==> config.mk <==
export PLATFORM = sky130hd
export DESIGN_NAME = disp_irq_status
export DESIGN_NICKNAME = d
export VERILOG_FILES = /design/src/rtl/disp_irq_pkg.sv /design/src/rtl/disp_irq_evt_map.sv /design/src/rtl/disp_irq_first.sv /design/src/rtl/disp_irq_level.sv /design/src/rtl/disp_irq_status.sv
export SDC_FILE = /design/constraint.sdc
export NUM_CORES = 1
export LEC_CHECK = 0
export BUFFER_PORTS_ARGS = -buffer_cell sky130_fd_sc_hd__buf_2
export CAP_MARGIN = 25
export CELL_PAD_IN_SITES_DETAIL_PLACEMENT = 1
export CELL_PAD_IN_SITES_GLOBAL_PLACEMENT = 2
export CORE_ASPECT_RATIO = 1.25
export CORE_MARGIN = 2
export CORE_UTILIZATION = 23
export CTS_CLUSTER_SIZE = 20
export DETAILED_ROUTE_END_ITERATION = 10
export HOLD_SLACK_MARGIN = 0.05
export MAX_ROUTING_LAYER = met4
export PLACE_DENSITY_LB_ADDON = 0.1
export SYNTH_ARGS = -nofsm -noshare
export SYNTH_HDL_FRONTEND = slang
export SYNTH_SLANG_ARGS = --single-unit
export TNS_END_PERCENT = 100
==> constraint.sdc <==
create_clock -name clk -period 2.1 [get_ports clk]
set_input_delay 0.105 -clock clk [delete_from_list [all_inputs] [get_ports clk]]
set_output_delay 0.105 -clock clk [all_outputs]
set_load 0.03 [all_outputs]
==> src/rtl/disp_irq_pkg.sv <==
package disp_irq_pkg;
  // status register 0 bit positions
  localparam int S0_DONE = 0;
  localparam int S0_SOF  = 1;
  localparam int S0_BER  = 2;
  localparam int S0_ACB  = 3;
  localparam int S0_UND0 = 4;
  localparam int S0_UND1 = 5;
  localparam int S0_OUN  = 6;
  localparam int S0_QDIS = 7;
  localparam int S0_EOF  = 8;
  localparam int S0_BRN  = 9;
  localparam int S0_SUBQ = 10;
  localparam int S0_RDS  = 11;
  localparam int S0_CMD  = 12;
  localparam int S0_W    = 13;

  // status register 1 field bases (channel k lands at base + k)
  localparam int S1_SOF_BASE = -1;
  localparam int S1_EOF_BASE = 7;
  localparam int S1_BRN_BASE = 15;
  localparam int S1_UND_BASE = 23;

  // interrupt-driving, maskable flags in status 0
  localparam logic [S0_W-1:0] S0_IRQ_SRC   = 13'h1BF3;
  // write-one-to-clear reach of status 0
  localparam logic [S0_W-1:0] S0_CLR_REACH = 13'h0FFF;
  // write-one-to-clear reach of status 1
  localparam logic [31:0]     S1_CLR_REACH = 32'h003E_3F3F;
  // writable mask1 bits
  localparam logic [31:0]     M1_WMASK     = 32'h3F3F_3F3F;

  // bus-error channel field inside read view of status 0
  localparam int BERF_LSB = 28;
  localparam int BERF_W   = 3;

  typedef enum logic [2:0] {
    RA_CTRL  = 3'd0,
    RA_MASK0 = 3'd1,
    RA_MASK1 = 3'd2,
    RA_STAT0 = 3'd3,
    RA_STAT1 = 3'd4,
    RA_FID   = 3'd5
  } reg_addr_e;
endpackage

==> src/rtl/disp_irq_evt_map.sv <==
// Spreads per-channel event pulses onto status bit positions and flags the
// events that are allowed to touch the identification register.
module disp_irq_evt_map
  import disp_irq_pkg::*;
#(
  parameter int NCH = 7
) (
  input  logic [NCH-1:0]  sof,
  input  logic [NCH-1:0]  eof,
  input  logic [NCH-1:0]  brn,
  input  logic [NCH-1:0]  ber,
  input  logic [NCH-1:0]  und,
  input  logic [S0_W-1:0] mask0,
  input  logic [31:0]     mask1,
  output logic [S0_W-1:0] set0_ch,
  output logic [31:0]     set1,
  output logic [NCH-1:0]  qual
);
  // main channel (index 0)
  always_comb begin
    set0_ch          = '0;
    set0_ch[S0_SOF]  = sof[0];
    set0_ch[S0_EOF]  = eof[0];
    set0_ch[S0_BRN]  = brn[0];
    set0_ch[S0_UND0] = und[0];
    set0_ch[S0_UND1] = und[1];
  end

  assign qual[0] = ber[0]
                 | (sof[0] & ~mask0[S0_SOF])
                 | (eof[0] & ~mask0[S0_EOF])
                 | (brn[0] & ~mask0[S0_BRN]);

  // auxiliary channels
  logic [31:0] aux_bits [NCH];
  assign aux_bits[0] = '0;

  for (genvar k = 1; k < NCH; k++) begin : g_aux
    localparam int PS = S1_SOF_BASE + k;
    localparam int PE = S1_EOF_BASE + k;
    localparam int PB = S1_BRN_BASE + k;
    localparam int PU = S1_UND_BASE + k;
    always_comb begin
      aux_bits[k]     = aux_bits[k-1];
      aux_bits[k][PS] = aux_bits[k-1][PS] | sof[k];
      aux_bits[k][PE] = aux_bits[k-1][PE] | eof[k];
      aux_bits[k][PB] = aux_bits[k-1][PB] | brn[k];
      aux_bits[k][PU] = aux_bits[k-1][PU] | und[k];
    end
    assign qual[k] = ber[k]
                   | (sof[k] & ~mask1[PS])
                   | (eof[k] & ~mask1[PE])
                   | (brn[k] & ~mask1[PB]);
  end

  assign set1 = aux_bits[NCH-1];
endmodule

==> src/rtl/disp_irq_first.sv <==
// Lowest-index-wins selector.
module disp_irq_first #(
  parameter int N  = 7,
  parameter int IW = (N > 1) ? $clog2(N) : 1
) (
  input  logic [N-1:0]  req,
  output logic          any,
  output logic [IW-1:0] idx
);
  always_comb begin
    any = |req;
    idx = '0;
    for (int i = N - 1; i >= 0; i--) begin
      if (req[i]) idx = IW'(i);
    end
  end
endmodule

==> src/rtl/disp_irq_level.sv <==
// Interrupt level from registered flags and masks.
module disp_irq_level
  import disp_irq_pkg::*;
(
  input  logic [S0_W-1:0] st0,
  input  logic [S0_W-1:0] mask0,
  input  logic [31:0]     st1,
  input  logic [31:0]     mask1,
  output logic            irq
);
  logic main_hit, aux_hit;
  assign main_hit = |(st0 & ~mask0 & S0_IRQ_SRC);
  assign aux_hit  = |(st1 & ~mask1);
  assign irq      = main_hit | st0[S0_BER] | aux_hit;
endmodule

==> src/rtl/disp_irq_status.sv <==
module disp_irq_status
  import disp_irq_pkg::*;
#(
  parameter int NCH   = 7,
  parameter int FID_W = 32
) (
  input  logic                 clk,
  input  logic                 rst,
  input  logic                 wr_en,
  input  logic [2:0]           addr,
  input  logic [31:0]          wr_data,
  output logic [31:0]          rd_data,
  input  logic [NCH-1:0]       sof_ev,
  input  logic [NCH-1:0]       eof_ev,
  input  logic [NCH-1:0]       brn_ev,
  input  logic [NCH-1:0]       ber_ev,
  input  logic [NCH-1:0]       und_ev,
  input  logic                 done_ev,
  input  logic                 acb_ev,
  input  logic                 oun_ev,
  input  logic                 rds_ev,
  input  logic                 cmd_ev,
  input  logic [NCH*FID_W-1:0] frame_id,
  output logic                 irq
);
  localparam int CW = (NCH > 1) ? $clog2(NCH) : 1;

  logic              en_q;
  logic [S0_W-1:0]   mask0_q;
  logic [31:0]       mask1_q;
  logic [S0_W-1:0]   st0_q;
  logic [31:0]       st1_q;
  logic [BERF_W-1:0] berch_q;
  logic [FID_W-1:0]  fid_q;

  // event spreading
  logic [S0_W-1:0] set0_ch;
  logic [31:0]     set1;
  logic [NCH-1:0]  qual;

  disp_irq_evt_map #(.NCH(NCH)) u_map (
    .sof(sof_ev), .eof(eof_ev), .brn(brn_ev), .ber(ber_ev), .und(und_ev),
    .mask0(mask0_q), .mask1(mask1_q),
    .set0_ch(set0_ch), .set1(set1), .qual(qual)
  );

  // who is first among qualifying events and among bus errors
  logic          q_any, b_any;
  logic [CW-1:0] q_idx, b_idx;

  disp_irq_first #(.N(NCH), .IW(CW)) u_qsel (.req(qual),   .any(q_any), .idx(q_idx));
  disp_irq_first #(.N(NCH), .IW(CW)) u_bsel (.req(ber_ev), .any(b_any), .idx(b_idx));

  disp_irq_level u_lvl (
    .st0(st0_q), .mask0(mask0_q), .st1(st1_q), .mask1(mask1_q), .irq(irq)
  );

  // write decode
  logic wr_ctrl, wr_m0, wr_m1, wr_s0, wr_s1;
  assign wr_ctrl = wr_en && (addr == RA_CTRL);
  assign wr_m0   = wr_en && (addr == RA_MASK0);
  assign wr_m1   = wr_en && (addr == RA_MASK1);
  assign wr_s0   = wr_en && (addr == RA_STAT0);
  assign wr_s1   = wr_en && (addr == RA_STAT1);

  logic            qdis, subq;
  logic [S0_W-1:0] set0, clr0, st0_d;
  logic [31:0]     clr1, st1_d;

  assign qdis = wr_ctrl && en_q && !wr_data[0];
  assign subq = q_any && irq;

  always_comb begin
    set0           = set0_ch;
    set0[S0_DONE]  = done_ev;
    set0[S0_BER]   = b_any;
    set0[S0_ACB]   = acb_ev;
    set0[S0_OUN]   = oun_ev;
    set0[S0_QDIS]  = qdis;
    set0[S0_SUBQ]  = subq;
    set0[S0_RDS]   = rds_ev;
    set0[S0_CMD]   = cmd_ev;
    clr0  = wr_s0 ? (wr_data[S0_W-1:0] & S0_CLR_REACH) : '0;
    clr1  = wr_s1 ? (wr_data & S1_CLR_REACH) : '0;
    // set wins over clear
    st0_d = (st0_q & ~clr0) | set0;
    st1_d = (st1_q & ~clr1) | set1;
  end

  always_ff @(posedge clk) begin
    if (rst) begin
      en_q    <= 1'b0;
      mask0_q <= '0;
      mask1_q <= '0;
      st0_q   <= '0;
      st1_q   <= '0;
      berch_q <= '0;
      fid_q   <= '0;
    end else begin
      if (wr_ctrl) en_q    <= wr_data[0];
      if (wr_m0)   mask0_q <= wr_data[S0_W-1:0] & S0_IRQ_SRC;
      if (wr_m1)   mask1_q <= wr_data & M1_WMASK;
      st0_q <= st0_d;
      st1_q <= st1_d;
      if (b_any)
        berch_q <= BERF_W'(b_idx);
      else if (clr0[S0_BER])
        berch_q <= '0;
      if (q_any && !irq)
        fid_q <= frame_id[q_idx*FID_W +: FID_W];
    end
  end

  // registered read port
  logic [31:0] rd_mux;
  always_comb begin
    rd_mux = '0;
    case (addr)
      RA_CTRL:  rd_mux[0] = en_q;
      RA_MASK0: rd_mux[S0_W-1:0] = mask0_q;
      RA_MASK1: rd_mux = mask1_q;
      RA_STAT0: begin
        rd_mux[S0_W-1:0] = st0_q;
        rd_mux[BERF_LSB +: BERF_W] = berch_q;
      end
      RA_STAT1: rd_mux = st1_q;
      RA_FID:   rd_mux = 32'(fid_q);
      default:  rd_mux = '0;
    endcase
  end

  always_ff @(posedge clk) begin
    if (rst) rd_data <= '0;
    else     rd_data <= rd_mux;
  end
endmodule

# Word-level counts from Yosys, hierarchy flattened
# Index checks and enable logic that the tools add are counted.
# word_totals
wordCells,129
input_bits,302
regBits,147
output_inout_bits,33
# op_classes
shift,1
eq_ne,5
mux,23
bitwise,75
reduce_logical,17
# op_table
cell,n
variable part select 224 x 9 -> 32 bit,1
bitwise AND 32 bit,2
case mux 12 bit (5 select lines),1
two-way mux 3 bit,16
case mux 15 bit (3 select lines),1
inverter 22 -> 32 bit,1
inverter 30 -> 32 bit,1
bitwise OR 32 x 30 -> 32 bit,1
OR reduction 32 bit,1
bitwise AND 13 bit,2
bitwise OR 1 bit,23
two-way mux 22 bit,1
bitwise AND 1 bit,21
inverter 1 bit,21
OR reduction 7 bit,2
inverter 12 -> 13 bit,1
inverter 13 bit,1
bitwise OR 13 bit,1
two-way mux 12 bit,1
case mux 3 bit (4 select lines),1
OR reduction 10 bit,1
logical AND 1 bit,9
equality test 3 x 2 -> 1 bit (second input constant),2
equality test 3 bit (second input constant),2
other kinds (6),7

# Logic depth before layout (Yosys ltp)
# logic_depth
ltp_word,13
depth_mapped,10
depth_no_buf,7

# Hierarchy
# Synthesis repeated with hierarchy kept, for this count alone.
# unflattened
cells_unflattened,975
hier_area_um2,8438.1
# by_module_without_submodules
mod,n_inst,cells_per_inst,area_each_um2
disp_irq_status,1,820,7288.2
disp_irq_evt_map,1,74,551.8
disp_irq_level,1,59,452.9
disp_irq_first,2,11,72.6

# Worst setup path after synthesis
# OpenSTA, ideal clock, no wires.
# synth_path
path_type,reg2reg
startpoint,reg mask1_q[11]
endpoint,reg fid_q[10]
synth_period_minus_slack_ps,2052
slack_ps,48
path_stages_with_launch,9
n_path_buf,1
setup_time_ps,117
arrival_time_ps,1935
path_cell_list,dfxtp_1 -> nor2b_1 -> a2111oi_4 -> nand3b_1 -> a21oi_2 -> buf_4 -> mux2i_1 -> o211ai_1 -> a32o_1
# synth_between
elab_chain_cells,10
# synth_rtl
element,line,text
"start, declared",disp_irq_status.sv:30,logic [31:0] mask1_q;
"start signal, assigned",disp_irq_status.sv:102,if (wr_m1) mask1_q <= wr_data & M1_WMASK;
inverter 1 bit,disp_irq_evt_map.sv:52,| (eof[k] & ~mask1[PE])
bitwise AND 1 bit,disp_irq_evt_map.sv:52,
bitwise OR 1 bit,disp_irq_evt_map.sv:52,
bitwise OR 1 bit,disp_irq_evt_map.sv:53,| (brn[k] & ~mask1[PB]);
two-way mux 3 bit (5 in a row),disp_irq_first.sv:14,if (req[i]) idx = IW'(i);
variable part select 224 x 9 -> 32 bit,disp_irq_status.sv:110,fid_q <= frame_id[q_idx*FID_W +: FID_W];
"end signal, assigned",disp_irq_status.sv:110,
"end, declared",disp_irq_status.sv:34,logic [FID_W-1:0] fid_q;
# Parallel ways exist; a longest one is shown, timed or not.
# A chain may end at the register's enable or synchronous reset.

# Final worst setup path
# layout_path
startpoint,reg mask1_q[4]
endpoint,reg fid_q[21]
# layout_between
elab_chain_cells,12
# layout_rtl
element,line,text
inverter 1 bit,disp_irq_evt_map.sv:51,| (sof[k] & ~mask1[PS])
bitwise AND 1 bit,disp_irq_evt_map.sv:51,
bitwise OR 1 bit,disp_irq_evt_map.sv:51,
bitwise OR 1 bit,disp_irq_evt_map.sv:52,
bitwise OR 1 bit,disp_irq_evt_map.sv:53,
two-way mux 3 bit (6 in a row),disp_irq_first.sv:14,
variable part select 224 x 9 -> 32 bit,disp_irq_status.sv:110,
# Parallel ways exist; a longest one is shown, timed or not.

==> impl_metrics.py <==
metrics = {
    "status": {
        "status": "finished, violations left",
        "failed_checks": "setup timing",
    },
    "cts": {
        "cts_root_buffer": "clkbuf_16",
        "cts_tree": "yes",
        "insertion_delay_ns": 0.44,
        "path_clk_slew_ns": 0.06,
        "cts_sinks": 139,
        "clk_path_buf_depth": 2,
        "cts_buffers": 17,
        "cts_htree_levels": 4,
    },
    "grt": {
        "grt_first_pass_wirelength_um": 60200,
        "antenna_found_initial": 8,
        "grt-ovfl-total": 0,
        "grtUsageTotal_pct": 24.3,
        "grt_pass1_vias": 10000,
        "grt_max_degree": 47,
    },
    "synthesis": {
        "synth_fp_nets": 1289,
        "synth_most_common_cell": "nand2_1",
        "async_reset_ff_share_pct": 0,
        "synth_cell_type_count": 50,
        "synth_common_cells": "nand2_1 (219), dfxtp_1 (139), nor2_1 (93)",
        "avgSynthCellArea_um2": 7.66,
        "synth_edf_count": 0,
        "syn_inst": 985,
        "netlist.area_leader.share_pct": 36.9,
        "ys_warn_count": 0,
        "yosys.area.top_type": "dfxtp_1",
        "ys_seq_elements": 139,
        "yosysSeqAreaShare_pct": 36.9,
        "synth.cell_area_um2": 7550,
        "synth_area_leaders": "dfxtp_1 (37%), nand2_1 (11%), mux2i_1 (9.4%)",
        "synth_flop_cell": "dfxtp_1",
    },
    "setup_path": {
        "endpoint_kind": "flop",
        "worst_ep_required_time_ns": 2.48,
        "crit_path_max_fanout": 8,
        "crit_arrival_ns": 2.70,
        "critPathKind": "reg -> reg",
        "start_kind": "flop",
    },
    "timing": {
        "period_needed_ns": 2.33,
        "fin_crit_sh_pct": 111,
        "slew_viol_final": 0,
        "rsz0062_at_grt": "yes",
        "finClkSkew_ns": 0.0128,
        "fmax_ghz": 0.430,
        "relSlewSlack_pct": 60.5,
        "setup_violations": 33,
        "postLayoutSetupSlackWorst_ns": -0.225,
        "hold_violations": 0,
        "worst_slew_pin_slew_ns": 0.592,
    },
    "placed_design": {
        "place_congestion": 0.883,
        "dpl_cell_area_um2": 10700,
        "dp_cells": 1797,
        "io_buffers": 328,
        "hpwl_um": 31000,
    },
    "worst_hold_path": {
        "hold_path.class": "in -> reg",
    },
    "power_and_ir_drop": {
        "vdd_drop_max_mv": 0.530,
        "leakagePower_nw": 5.81,
        "pwr_density_cell_nw_per_um2": 536,
        "finalPower_mw": 7.28,
    },
    "cells_and_area": {
        "drive_above_1_share_pct": 40.8,
        "synthToLayoutAreaGrowth_pct": 79.8,
        "final_nets": 1843,
        "fin_cells": 1980,
        "stdcell_area_um2": 13600,
    },
    "detailed_routing": {
        "num_vias": 9424,
        "remaining_drc_errors": 0,
        "drt_iter0_markers": 363,
        "drt_first_pass_iters": 4,
        "final_antenna_net_count": 0,
        "via_per_inst": 4.76,
        "drt_wl_total_um": 42100,
        "wl_per_cell_um": 21.3,
    },
    "die": {
        "dieArea_um2": 34300,
        "start_util_pct": 23.2,
        "fp.dieW_um": 166,
        "floorplan.rows": 74,
        "dieHeight_um": 207,
        "io_pins": 335,
        "core_area_um2": 32500,
    },
    "flow_run": {
        "max_cap_violations": 0,
    },
}
kinds of logic after synthesis:
kind of cell / after synthesis / share of synthesized area [%]
AND/OR/NAND/NOR: 447 / 25.8
AO/OA/AOI/OAI: 230 / 21.8
flip-flops: 139 / 36.9
buffers and inverters: 95 / 5.62
multiplexers: 72 / 9.57
adder cells (fa/ha/maj): 2 / 0.332
layout make-up:
cell class                 instances  area, um2
fill                            3922      18900
multi-input combinational        752       4980
timing repair buffer             610       4550
sequential                       139       2800
tap                              418        523
clock buffer                      21        470
clock inverter                    11        143
inverter                          19       73.8
antenna                           10       25.0
critical path, cell delays in order (launching register included):
cell      delay [ns]
dfxtp_2         0.35
buf_4           0.13
inv_1           0.04
a222oi_1        0.36
nand4_1         0.23
nor3_2          0.24
buf_4           0.15
nand3b_4        0.17
buf_12          0.22
a31oi_1         0.19
a32o_1          0.18
flip-flops by register name, summed over array words and instances (netlist names):
name / cells
rd_data: 32
en_q: 1
st0_q: 13
fid_q: 32
mask1_q: 24
berch_q: 3
st1_q: 24
mask0_q: 10
per-layer routing:
metal  share of wire [%]  track usage, %  up-vias
li1                    -               -     4605
met1                  41            27.6     4509
met2                  52            43.2      265
met3                 4.8            4.77       45
met4                 2.2            7.48        0
met5                   0               -        -
power by group:
part	internal, mW	total [mW]	switching [mW]
Clock	1.96	3.21	1.25
Combinational	0.677	1.31	0.630
Sequential	2.71	2.76	0.0482
layout by cell type, fill, tap and decap left out, types with 5 or more instances in the layout:
cell           count
a2111oi_4          6
a21oi_1           91
a22oi_1           11
a31oi_1            5
a31oi_2            8
a31oi_4           17
a32o_1            29
and2_1             8
buf_12            20
buf_2            327
buf_4            130
buf_6             11
buf_8              5
clkbuf_16         22
dfxtp_1          125
dfxtp_2           13
diode_2           10
dlygate4sd3_1    107
inv_1             14
mux2i_1           61
mux2i_2            8
nand2_1          218
nand3_1           58
nor2_1            93
nor2b_1           26
nor2b_4            6
nor3_1             6
o211ai_1          32
o22a_1             6
final timing paths:
kind,startpoint,slack (ns),depth (start not counted),end
worst max-delay path,mask1_q[4]$_SDFFE_PP0P_,-0.23,10,fid_q[21]$_SDFFE_PP0P_
worst min-delay path,frame_id[4],0.06,4,fid_q[4]$_SDFFE_PP0P_
worst max register to register,mask1_q[4]$_SDFFE_PP0P_,-0.23,10,fid_q[21]$_SDFFE_PP0P_
worst min register to register,fid_q[15]$_SDFFE_PP0P_,0.46,1,rd_data[15]$_SDFF_PP0_
stage by stage:
step                worst slack (ns)  TNS (ns)  util, %  hold WS [ns]
floorplan                     0.0477         0        -         0.221
global placement              -0.333     -6.93     33.0         0.315
detailed placement            -0.366     -8.35     33.0         0.322
CTS                           -0.184     -4.59     39.9        0.0511
global route                  -0.320     -8.72     41.7        0.0723
finish                        -0.225     -5.92     41.7        0.0602
timing repair:
action | 4_1_cts | 5_1_grt
hold buffers | 107 | 0
hold endpoints to repair | 91 | 0
buffers inserted | 20 | 7
pin swaps | 23 | 40
endpoints found under the setup margin | 33 | 33
gates cloned | 6 | 5
resized for setup | 67 | 75
No activity file was read; power rests on OpenSTA's default activity.
